### src/rtl/fds_pkg.sv
package fds_pkg;

  typedef enum logic [2:0] {
    PH_IDLE  = 3'd0,
    PH_CMD   = 3'd1,
    PH_ADDR  = 3'd2,
    PH_DUMMY = 3'd3,
    PH_DATA  = 3'd4,
    PH_RESP  = 3'd5
  } fds_phase_e;

  localparam int CMD_LSB   = 0;
  localparam int ACC_LSB   = 8;
  localparam int DBW_LSB   = 12;
  localparam int ASIZE_LSB = 16;

  typedef struct packed {
    logic [7:0] cmd;
    logic [2:0] n_addr;
    logic [4:0] n_dummy;
    logic       bad_asize;
  } fds_plan_t;

endpackage

### src/rtl/fds_decode.sv
module fds_decode
  import fds_pkg::*;
(
  input  logic        is_write,
  input  logic [31:0] rd_cfg,
  input  logic [31:0] wr_cfg,
  output fds_plan_t   plan
);

  logic [31:0] cfg;
  logic [1:0]  asize;
  logic [1:0]  dbw;
  logic [1:0]  acc;
  logic [4:0]  dummy_raw;

  always_comb begin
    cfg       = is_write ? wr_cfg : rd_cfg;
    asize     = cfg[ASIZE_LSB +: 2];
    dbw       = cfg[DBW_LSB +: 2];
    acc       = cfg[ACC_LSB +: 2];
    dummy_raw = {dbw, 3'b000} >> acc;

    plan.cmd = cfg[CMD_LSB +: 8];
    unique case (asize)
      2'd0: begin plan.n_addr = 3'd3; plan.bad_asize = 1'b0; end
      2'd1: begin plan.n_addr = 3'd4; plan.bad_asize = 1'b0; end
      default: begin plan.n_addr = 3'd0; plan.bad_asize = 1'b1; end
    endcase
    plan.n_dummy = is_write ? 5'd0 : dummy_raw;
  end

endmodule

### src/rtl/fds_lanes.sv
module fds_lanes #(
  parameter int MAX_BYTES = 8,
  localparam int LEN_W  = (MAX_BYTES > 1) ? $clog2(MAX_BYTES) : 1,
  localparam int DATA_W = 8 * MAX_BYTES
) (
  input  logic              clk,
  input  logic              rst_n,
  input  logic              load,
  input  logic [DATA_W-1:0] load_wdata,
  input  logic [LEN_W-1:0]  idx,
  input  logic              cap_en,
  input  logic [7:0]        cap_byte,
  output logic [7:0]        wr_byte,
  output logic [DATA_W-1:0] rdata
);

  logic [7:0] wd [MAX_BYTES];
  logic [7:0] rd [MAX_BYTES];

  for (genvar g = 0; g < MAX_BYTES; g++) begin : g_lane
    always_ff @(posedge clk or negedge rst_n) begin
      if (!rst_n) begin
        wd[g] <= 8'h00;
        rd[g] <= 8'h00;
      end else if (load) begin
        wd[g] <= load_wdata[8*g +: 8];
        rd[g] <= 8'h00;
      end else if (cap_en && (idx == LEN_W'(g))) begin
        rd[g] <= cap_byte;
      end
    end
    assign rdata[8*g +: 8] = rd[g];
  end

  assign wr_byte = wd[idx];

endmodule

### src/rtl/fds_ctrl.sv
module fds_ctrl
  import fds_pkg::*;
#(
  parameter int NUM_CS    = 2,
  parameter int WIN_BITS  = 27,
  parameter int MAX_BYTES = 8,
  localparam int CS_W  = (NUM_CS > 1) ? $clog2(NUM_CS) : 1,
  localparam int LEN_W = (MAX_BYTES > 1) ? $clog2(MAX_BYTES) : 1
) (
  input  logic                clk,
  input  logic                rst_n,
  input  logic                req_valid,
  input  logic                req_write,
  input  logic [CS_W-1:0]     req_cs,
  input  logic [WIN_BITS-1:0] req_off,
  input  logic [LEN_W-1:0]    req_len,
  input  logic                other_cs_active,
  input  fds_plan_t           plan_in,
  input  logic                rsp_ready,
  input  logic                xfer_done,
  input  logic [7:0]          wr_byte,
  output logic                req_ready,
  output logic                accept,
  output logic                rsp_valid,
  output logic                err_asize,
  output logic                err_busy,
  output logic                xfer_valid,
  output logic [7:0]          xfer_tx,
  output logic [NUM_CS-1:0]   cs_n,
  output logic [LEN_W-1:0]    byte_idx,
  output logic                cap_en
);

  fds_phase_e        ph;
  fds_plan_t         plan_q;
  logic              wr_q;
  logic [LEN_W-1:0]  len_q;
  logic [31:0]       addr_q;
  logic [4:0]        cnt;
  logic [4:0]        ph_last;
  logic              last_byte;
  fds_phase_e        ph_after;
  fds_phase_e        ph_post_addr;
  logic [31:0]       off_ext;
  logic [2:0]        abyte_idx;
  logic [NUM_CS-1:0] sel_n;

  always_comb begin
    off_ext = '0;
    off_ext[WIN_BITS-1:0] = req_off;
  end

  for (genvar k = 0; k < NUM_CS; k++) begin : g_sel
    assign sel_n[k] = (req_cs != CS_W'(k));
  end

  assign req_ready  = (ph == PH_IDLE);
  assign accept     = req_valid && req_ready;
  assign rsp_valid  = (ph == PH_RESP);
  assign xfer_valid = (ph == PH_CMD) || (ph == PH_ADDR) ||
                      (ph == PH_DUMMY) || (ph == PH_DATA);
  assign byte_idx   = cnt[LEN_W-1:0];
  assign cap_en     = (ph == PH_DATA) && !wr_q && xfer_done;
  assign abyte_idx  = plan_q.n_addr - 3'd1 - cnt[2:0];

  always_comb begin
    unique case (ph)
      PH_CMD:   xfer_tx = plan_q.cmd;
      PH_ADDR:  xfer_tx = addr_q[{abyte_idx[1:0], 3'b000} +: 8];
      PH_DATA:  xfer_tx = wr_q ? wr_byte : 8'h00;
      default:  xfer_tx = 8'h00;
    endcase
  end

  always_comb begin
    unique case (ph)
      PH_ADDR:  ph_last = {2'b00, plan_q.n_addr} - 5'd1;
      PH_DUMMY: ph_last = plan_q.n_dummy - 5'd1;
      PH_DATA:  ph_last = 5'(len_q);
      default:  ph_last = 5'd0;
    endcase
    last_byte = (cnt == ph_last);

    ph_post_addr = (!wr_q && plan_q.n_dummy != 5'd0) ? PH_DUMMY : PH_DATA;
    unique case (ph)
      PH_CMD:   ph_after = (plan_q.n_addr != 3'd0) ? PH_ADDR : ph_post_addr;
      PH_ADDR:  ph_after = ph_post_addr;
      PH_DUMMY: ph_after = PH_DATA;
      default:  ph_after = PH_RESP;
    endcase
  end

  always_ff @(posedge clk or negedge rst_n) begin
    if (!rst_n) begin
      ph        <= PH_IDLE;
      plan_q    <= '0;
      wr_q      <= 1'b0;
      len_q     <= '0;
      addr_q    <= '0;
      cnt       <= '0;
      err_asize <= 1'b0;
      err_busy  <= 1'b0;
      cs_n      <= '1;
    end else begin
      unique case (ph)
        PH_IDLE: begin
          if (accept) begin
            ph        <= PH_CMD;
            plan_q    <= plan_in;
            wr_q      <= req_write;
            len_q     <= req_len;
            addr_q    <= off_ext;
            cnt       <= '0;
            err_asize <= plan_in.bad_asize;
            err_busy  <= other_cs_active;
            cs_n      <= sel_n;
          end
        end
        PH_RESP: begin
          if (rsp_ready) ph <= PH_IDLE;
        end
        default: begin
          if (xfer_done) begin
            if (last_byte) begin
              ph  <= ph_after;
              cnt <= '0;
              if (ph_after == PH_RESP) cs_n <= '1;
            end else begin
              cnt <= cnt + 5'd1;
            end
          end
        end
      endcase
    end
  end

  p_cs_onehot_r7: assert property (@(posedge clk) disable iff (!rst_n)
    $onehot0(~cs_n));

  p_cs_low_xfer_r7: assert property (@(posedge clk) disable iff (!rst_n)
    xfer_valid |-> !(&cs_n));

  p_cs_released_r7: assert property (@(posedge clk) disable iff (!rst_n)
    rsp_valid |-> (&cs_n));

  p_xfer_hold_r9: assert property (@(posedge clk) disable iff (!rst_n)
    (xfer_valid && !xfer_done) |=> (xfer_valid && $stable(xfer_tx)));

  p_no_wr_dummy_r6: assert property (@(posedge clk) disable iff (!rst_n)
    (xfer_valid && wr_q) |-> (ph != PH_DUMMY));

  p_ready_idle_r9: assert property (@(posedge clk) disable iff (!rst_n)
    req_ready |-> (!rsp_valid && !xfer_valid));

endmodule

### src/rtl/flash_direct_seq.sv
module flash_direct_seq
  import fds_pkg::*;
#(
  parameter int NUM_CS    = 2,
  parameter int WIN_BITS  = 27,
  parameter int MAX_BYTES = 8,
  localparam int CS_W   = (NUM_CS > 1) ? $clog2(NUM_CS) : 1,
  localparam int LEN_W  = (MAX_BYTES > 1) ? $clog2(MAX_BYTES) : 1,
  localparam int ADDR_W = WIN_BITS + CS_W,
  localparam int DATA_W = 8 * MAX_BYTES
) (
  input  logic              clk,
  input  logic              rst_n,
  input  logic [31:0]       rd_cfg,
  input  logic [31:0]       wr_cfg,
  input  logic              other_cs_active,
  input  logic              req_valid,
  output logic              req_ready,
  input  logic              req_write,
  input  logic [ADDR_W-1:0] req_addr,
  input  logic [LEN_W-1:0]  req_len,
  input  logic [DATA_W-1:0] req_wdata,
  output logic              rsp_valid,
  input  logic              rsp_ready,
  output logic [DATA_W-1:0] rsp_rdata,
  output logic              rsp_err_asize,
  output logic              rsp_err_busy,
  output logic              xfer_valid,
  output logic [7:0]        xfer_tx,
  input  logic              xfer_done,
  input  logic [7:0]        xfer_rx,
  output logic [NUM_CS-1:0] cs_n
);

  fds_plan_t        plan;
  logic             accept;
  logic [LEN_W-1:0] byte_idx;
  logic             cap_en;
  logic [7:0]       wr_byte;

  fds_decode u_decode (
    .is_write (req_write),
    .rd_cfg   (rd_cfg),
    .wr_cfg   (wr_cfg),
    .plan     (plan)
  );

  fds_ctrl #(
    .NUM_CS    (NUM_CS),
    .WIN_BITS  (WIN_BITS),
    .MAX_BYTES (MAX_BYTES)
  ) u_ctrl (
    .clk             (clk),
    .rst_n           (rst_n),
    .req_valid       (req_valid),
    .req_write       (req_write),
    .req_cs          (req_addr[ADDR_W-1:WIN_BITS]),
    .req_off         (req_addr[WIN_BITS-1:0]),
    .req_len         (req_len),
    .other_cs_active (other_cs_active),
    .plan_in         (plan),
    .rsp_ready       (rsp_ready),
    .xfer_done       (xfer_done),
    .wr_byte         (wr_byte),
    .req_ready       (req_ready),
    .accept          (accept),
    .rsp_valid       (rsp_valid),
    .err_asize       (rsp_err_asize),
    .err_busy        (rsp_err_busy),
    .xfer_valid      (xfer_valid),
    .xfer_tx         (xfer_tx),
    .cs_n            (cs_n),
    .byte_idx        (byte_idx),
    .cap_en          (cap_en)
  );

  fds_lanes #(
    .MAX_BYTES (MAX_BYTES)
  ) u_lanes (
    .clk        (clk),
    .rst_n      (rst_n),
    .load       (accept),
    .load_wdata (req_wdata),
    .idx        (byte_idx),
    .cap_en     (cap_en),
    .cap_byte   (xfer_rx),
    .wr_byte    (wr_byte),
    .rdata      (rsp_rdata)
  );

  p_rsp_hold_r9: assert property (@(posedge clk) disable iff (!rst_n)
    (rsp_valid && !rsp_ready) |=>
      (rsp_valid && $stable(rsp_rdata) && $stable(rsp_err_asize) &&
       $stable(rsp_err_busy)));

  p_busy_no_req_r9: assert property (@(posedge clk) disable iff (!rst_n)
    accept |=> !req_ready);

endmodule

### config.mk
export PLATFORM = sky130hd
export DESIGN_NAME = flash_direct_seq
export DESIGN_NICKNAME = d
export VERILOG_FILES = /design/src/rtl/fds_pkg.sv /design/src/rtl/fds_decode.sv /design/src/rtl/fds_lanes.sv /design/src/rtl/fds_ctrl.sv /design/src/rtl/flash_direct_seq.sv
export SDC_FILE = /design/constraint.sdc
export NUM_CORES = 1
export LEC_CHECK = 0
export ABC_AREA = 1
export BUFFER_PORTS_ARGS = -buffer_cell sky130_fd_sc_hd__buf_4
export CAP_MARGIN = 0
export CORE_UTILIZATION = 45
export CTS_CLUSTER_DIAMETER = 150
export CTS_CLUSTER_SIZE = 25
export DETAILED_ROUTE_END_ITERATION = 6
export PLACE_DENSITY_LB_ADDON = 0.25
export SLEW_MARGIN = 20
export SYNTH_ARGS = -nofsm -noshare
export SYNTH_HDL_FRONTEND = slang
export SYNTH_HIERARCHICAL = 1
export SYNTH_SLANG_ARGS = --single-unit
### constraint.sdc
create_clock -name clk -period 2.35 [get_ports clk]
set_input_delay 0 -clock clk [delete_from_list [all_inputs] [get_ports clk]]
set_output_delay 0 -clock clk [all_outputs]
set_load 0.1 [all_outputs]
==> results of run 1 <==
## final cells by class
| cell class | count | share of cell area |
|---|---|---|
| well taps | 270 | 0.0257 |
| clock inverters | 15 | 0.0148 |
| flip-flops and latches | 187 | 0.356 |
| clock buffers | 17 | 0.0323 |
| diodes | 2 | 0.000380 |
| multi-input cells | 923 | 0.306 |
| repair buffers | 361 | 0.237 |
| inverters | 89 | 0.0275 |
## cells in the final DEF, fill, tap and decap left out, drive strengths merged, types with 7 or more instances in the layout
cell type      n
nand2        719
buf          238
dfrtp        185
dlygate4sd3  122
inv           94
nand3         81
o21ai         47
nor2          33
clkbuf        18
o211ai        10
a21oi         10
clkinv         9
nand4          7
## sequential cells by signal, summed over array words and instances, names as in the netlist
signal            flops
u_lanes/wd           64
u_ctrl/plan_q        16
u_lanes/rdata        64
u_ctrl/addr_q        27
u_ctrl/cnt            5
u_ctrl/ph             3
u_ctrl/cs_n           2
u_ctrl/wr_q           1
u_ctrl/len_q          3
u_ctrl/err_asize      1
u_ctrl/err_busy       1
## cells by family (layout without fill, tap and decap cells)
logic type	count (synthesis)	count (layout)	share of synthesized area
AO/OA/AOI/OAI	69	69	0.0449
other	0	2	0
XOR/XNOR	4	4	0.00373
flip-flops	187	187	0.498
adder cells (fa/ha/maj)	5	5	0.00666
AND/OR/NAND/NOR	845	845	0.367
buffers and inverters	146	482	0.0791
## through the flow
stage	hold slack [ns]	TNS (ns)	power, mW	std cells
after CTS	0.00262	0	19.9	1859
after floorplan	-0.296	-1.11	14.2	1256
after detailed placement	0.00632	0	16.7	1705
final	0.0262	0	20.0	1864
after global routing	0.0361	-0.00358	21.2	1863
after global placement	0.00740	0	16.5	1705
## timing repair
action                                 4_1_cts  5_1_grt
hold buffers                               122        0
pin swaps                                    0        0
setup endpoints to repair                    8        8
endpoints found under the hold margin      265        0
buffers inserted                             0        3
resized for setup                            9        7
## metal layers
layer,up-vias,track usage
met5,-,0
met4,0,0.104
met3,57,0.0619
met2,305,0.443
met1,4291,0.330
li1,4516,-
## worst paths after layout
check                                     from                 to  cells past startpoint
worst max-delay path             u_ctrl/cnt[0]         xfer_tx[6]                      7
worst min-delay path                 rsp_ready       u_ctrl/ph[2]                      6
worst max register to register    u_ctrl/ph[1]  u_lanes/rdata[48]                     12
worst min register to register  u_ctrl/cs_n[0]     u_ctrl/cs_n[0]                      2
max in group asynchronous                rst_n  u_lanes/rdata[62]                      3
min in group asynchronous                rst_n     u_lanes/wd[35]                      2
## power groups by stage
stage / clock network (mW) / logic [mW] / registers, mW
2_1_floorplan: 0 / 5.33 / 8.91
3_3_place_gp: 0 / 10.9 / 5.59
3_5_place_dp: 0 / 11.1 / 5.60
4_1_cts: 3.00 / 11.3 / 5.60
5_1_grt: 3.13 / 12.3 / 5.78
6_report: 2.94 / 11.4 / 5.61
## worst max-delay path, delay by kind of cell, from the launching register on
family | cells | cell delay [ns]
DFF | 1 | 0.50
buffers and inverters | 3 | 0.50
and+or+nand+nor | 1 | 0.09
AOI/OAI and AO/OA | 2 | 0.40
adders and majority gates | 1 | 0.34
==> flow_metrics.env, run 1 <==
export IMPL_synth_area_leaders="dfrtp_1 49%, nand2_1 28%, nand3_1 4.3%"
export IMPL_insertion_delay_ns=0.44
export IMPL_antenna_found_initial=2
export IMPL_drc_errors=0
export IMPL_coreArea_um2=20400
export IMPL_timing_final_crit_period_ns=2.27
export IMPL_layout_drive_gt1_share=0.209
export IMPL_finClkSkew_ns=0.0165
export IMPL_ys_seq_area_frac=0.498
export IMPL_yosys_area_top_type="dfrtp_1"
export IMPL_cp_slowest_stage_delay_ns=0.50
export IMPL_num_fill_cells=1771
export IMPL_grt_pass1_vias=9100
export IMPL_routed_wl_mm=27.7
export IMPL_topRoutingLayerUsed="met4"
export IMPL_crit_type="reg2out"
export IMPL_setup_viol=0
export IMPL_yosysUniqueCellTypes=35
export IMPL_status="finished, final reports clean"
export IMPL_gp_congestion=0.836
export IMPL_endpoint_kind="primary output"
export IMPL_stdcell_area_um2=13200
export IMPL_fin_util=0.647
export IMPL_nets=1758
export IMPL_grtUsageTotal=0.264
export IMPL_wl_met1_mm=11.8
export IMPL_cp_slowest_cell="dfrtp_2"
export IMPL_clock_fmax_mhz=441
export IMPL_wl_met3_mm=1.76
export IMPL_synth_flop_cell="dfrtp_1"
export IMPL_wl_per_cell_um=14.8
export IMPL_seq_area_um2=4680
export IMPL_p_per_area_nw_per_um2=1520
export IMPL_swShare=0.544
export IMPL_p_seq_frac=0.281
export IMPL_initial_utilization=0.461
export IMPL_postSynthAreaPerCell_um2=7.48
export IMPL_startpoint_type="flop"
export IMPL_fp_dieW_um=147
export IMPL_rows=52
export IMPL_synth_warnings=6
export IMPL_ir_drop_v=0.00125
export IMPL_syn_inst=1256
export IMPL_cts_root_buf="clkbuf_16"
export IMPL_hold_violations=0
export IMPL_ios=253
export IMPL_portBuffers=216
export IMPL_crit_fanout=21
export IMPL_syn_num_nets=1435
export IMPL_grt_pass1_wl_mm=44.9
export IMPL_gr_total_overflow=0
export IMPL_cts_made_buffers=17
export IMPL_p_leak_nw=7.13
export IMPL_htree_levels=4
export IMPL_placed_cell_area_um2=11200
export IMPL_route_met2_wl_mm=13.4
export IMPL_post_synth_top_count_cell="nand2_1"
export IMPL_die_area_um2=21500
export IMPL_finalCritPeriodShare=0.964
export IMPL_power_switching_mw=10.9
export IMPL_grt_max_degree=65
export IMPL_crit_path_frequent_cell="o211ai_1"
export IMPL_critPathArrivalTime_ns=2.27
export IMPL_synth_seq_cells=187
export IMPL_setup_ws_ns=0.0846
export IMPL_slew_viol_final=0
export IMPL_cts_max_path_buffers=2
export IMPL_syn_cell_area_um2=9400
export IMPL_dr_pass1_iters=5
export IMPL_synth_enable_flop_cells=0
export IMPL_die_h_um=147
export IMPL_max_cap_violations=0
export IMPL_num_vias=9169
export IMPL_cts_sinks=187
export IMPL_hold_class="in2reg"
export IMPL_area_growth_syn_to_layout_pct=40.1
export IMPL_maxSlewHeadroom=0.430
export IMPL_path_cells="inv_2 > ha_4 > inv_4 > nand3_2 > o211ai_1 > o211ai_1 > buf_6"
export IMPL_ant_nets=0
export IMPL_cts_clk_slew_worst_paths_ns=0.08
export IMPL_synth_async_reset_ratio=1.00
export IMPL_worst_pin_slew_ns=0.852
export IMPL_synthTopCellsByCount="700 x nand2_1, 185 x dfrtp_1, 80 x nand3_1, 78 x inv_1, 30 x o21ai_0"
export IMPL_p_int_mw=9.11
export IMPL_multi_input_area_um2=4030
export IMPL_pre_cts_slack_ns=0.222
export IMPL_pwr_share_clk=0.147
export IMPL_drt_iter0_drc=565
export IMPL_synth_top_cell_area_share=0.493
export IMPL_via_per_inst=4.92
export IMPL_dp_hpwl_mm=18.0
export IMPL_cp_required_ns=2.35
export IMPL_p_comb_frac=0.572
export IMPL_rrSetupSlack_ns=0.19
export IMPL_cts_tree="done"
No activity file was read; power rests on OpenSTA's default activity.
==> run 2: changes to the inputs <==
- clock period: 2.35 -> 2.5 ns (I/O delays scaled with it)
==> flow_metrics.env, run 2 (synthesis results as in run 1) <==
export IMPL_layout_common_cells="699 x nand2_1, 225 x buf_4, 184 x dfrtp_1"
export IMPL_drt_iter0_drc=522
export IMPL_grt_pass1_wl_mm=44.3
export IMPL_nets=1751
export IMPL_gp_congestion=0.836
export IMPL_routed_wl_mm=27.2
export IMPL_ios=253
export IMPL_setup_ws_ns=0.120
export IMPL_finalCritPeriodShare=0.952
export IMPL_finClkSkew_ns=0.0215
export IMPL_max_cap_violations=0
export IMPL_die_area_um2=21500
export IMPL_grtUsageTotal=0.261
export IMPL_p_int_mw=8.45
export IMPL_drc_errors=0
export IMPL_rows=52
export IMPL_initial_utilization=0.461
export IMPL_hold_ws_ns=0.0309
export IMPL_dp_hpwl_mm=17.7
export IMPL_hold_violations=0
export IMPL_dr_pass1_iters=5
export IMPL_endpoint_kind="primary output"
export IMPL_die_h_um=147
export IMPL_pre_cts_slack_ns=0.301
export IMPL_crit_type="reg2out"
export IMPL_placed_cells=1701
export IMPL_cts_setup_buffers=0
export IMPL_cts_sinks=187
export IMPL_critPathArrivalTime_ns=2.38
export IMPL_layout_commonest_cell="nand2_1"
export IMPL_p_per_area_nw_per_um2=1420
export IMPL_multi_input_area_um2=4020
export IMPL_portBuffers=216
export IMPL_cts_made_buffers=17
export IMPL_clock_fmax_mhz=420
export IMPL_grt_pass1_vias=8837
export IMPL_slew_viol_final=0
export IMPL_num_fill_cells=1755
export IMPL_seq_area_um2=4680
export IMPL_final_cells=1857
export IMPL_num_vias=9085
export IMPL_crit_fanout=21
export IMPL_antenna_found_initial=2
export IMPL_worst_pin_slew_ns=0.927
export IMPL_gr_total_overflow=0
export IMPL_wl_per_cell_um=14.7
export IMPL_fp_dieW_um=147
export IMPL_cts_tree="done"
export IMPL_status="finished, final reports clean"
export IMPL_cts_root_buf="clkbuf_16"
export IMPL_timing_final_crit_period_ns=2.38
export IMPL_insertion_delay_ns=0.44
export IMPL_setup_tns_final_ns=0
export IMPL_maxSlewHeadroom=0.380
export IMPL_coreArea_um2=20400
export IMPL_power_switching_mw=10.2
export IMPL_p_leak_nw=7.10
export IMPL_swShare=0.546
export IMPL_grt_max_degree=85
export IMPL_htree_levels=4
export IMPL_ant_nets=0
export IMPL_via_per_inst=4.89
export IMPL_startpoint_type="flop"
export IMPL_p_comb_frac=0.566
export IMPL_stdcell_area_um2=13100
export IMPL_setup_viol=0
export IMPL_p_seq_frac=0.283
export IMPL_cp_required_ns=2.50
export IMPL_cts_max_path_buffers=2
export IMPL_layout_drive_gt1_share=0.204
export IMPL_pwr_share_clk=0.151
export IMPL_placed_cell_area_um2=11200
export IMPL_cts_clk_slew_worst_paths_ns=0.08
export IMPL_rsz0062_at_grt="false"
export IMPL_area_growth_syn_to_layout_pct=39.1
export IMPL_ir_drop_v=0.00123
export IMPL_hold_class="in2reg"
==> run 2: timing repair <==
item                                   in CTS  in global routing
hold buffers                              122                  0
setup endpoints to repair                   0                  8
gates resized for setup                     0                  2
endpoints found under the hold margin     196                  0
==> run 2: per-layer routing <==
metal | share of wire | GRT usage | wire [µm]
met5 | 0 | 0 | 0
met4 | 0.021 | 0.0885 | 560
met3 | 0.068 | 0.0619 | 1860
met1 | 0.43 | 0.341 | 11700
met2 | 0.48 | 0.425 | 13100
==> run 2: layout make-up <==
class / count / area share
Sequential cell: 187 / 0.358
Multi-Input combinational cell: 923 / 0.308
Timing Repair Buffer: 354 / 0.232
Clock buffer: 17 / 0.0325
Inverter: 89 / 0.0272
Tap cell: 270 / 0.0258
Clock inverter: 15 / 0.0162
Antenna cell: 2 / 0.000383
==> run 2: path summary, 6_finish.rpt <==
kind | slack, ns | endpoint | startpoint | cells after the start
min in group asynchronous | 0.18 | u_ctrl/plan_q[2] | rst_n | 2
worst max-delay path | 0.12 | xfer_tx[2] | u_ctrl/cnt[0] | 8
worst min-delay path | 0.03 | u_ctrl/cs_n[1] | xfer_done | 5
worst max register to register | 0.26 | u_lanes/rdata[35] | u_ctrl/ph[0] | 12
worst min register to register | 0.46 | u_ctrl/cs_n[1] | u_ctrl/cs_n[1] | 2
max in group asynchronous | 1.53 | u_ctrl/addr_q[4] | rst_n | 3
==> run 2: per-stage QoR <==
step,total power [mW],util
floorplan,13.4,-
global placement,15.5,0.550
detailed placement,15.6,0.550
CTS,18.6,0.642
global route,19.8,0.642
finish,18.6,0.642
==> run 2: power by group through the flow <==
stage / Sequential (mW) / Combinational, mW / Clock [mW]
finish: 5.27 / 10.5 / 2.82
global route: 5.43 / 11.4 / 2.99
CTS: 5.26 / 10.5 / 2.85
global placement: 5.25 / 10.2 / 0
floorplan: 8.37 / 5.00 / 0
detailed placement: 5.28 / 10.4 / 0
==> run 2: worst max-delay path, stage by stage (launching register included) <==
cell and delay (ns):
dfrtp_2 0.47, inv_2 0.13, ha_4 0.24, inv_2 0.32
nand2_1 0.11, nand3_1 0.10, nand3_1 0.13, nand3_1 0.13
buf_4 0.30
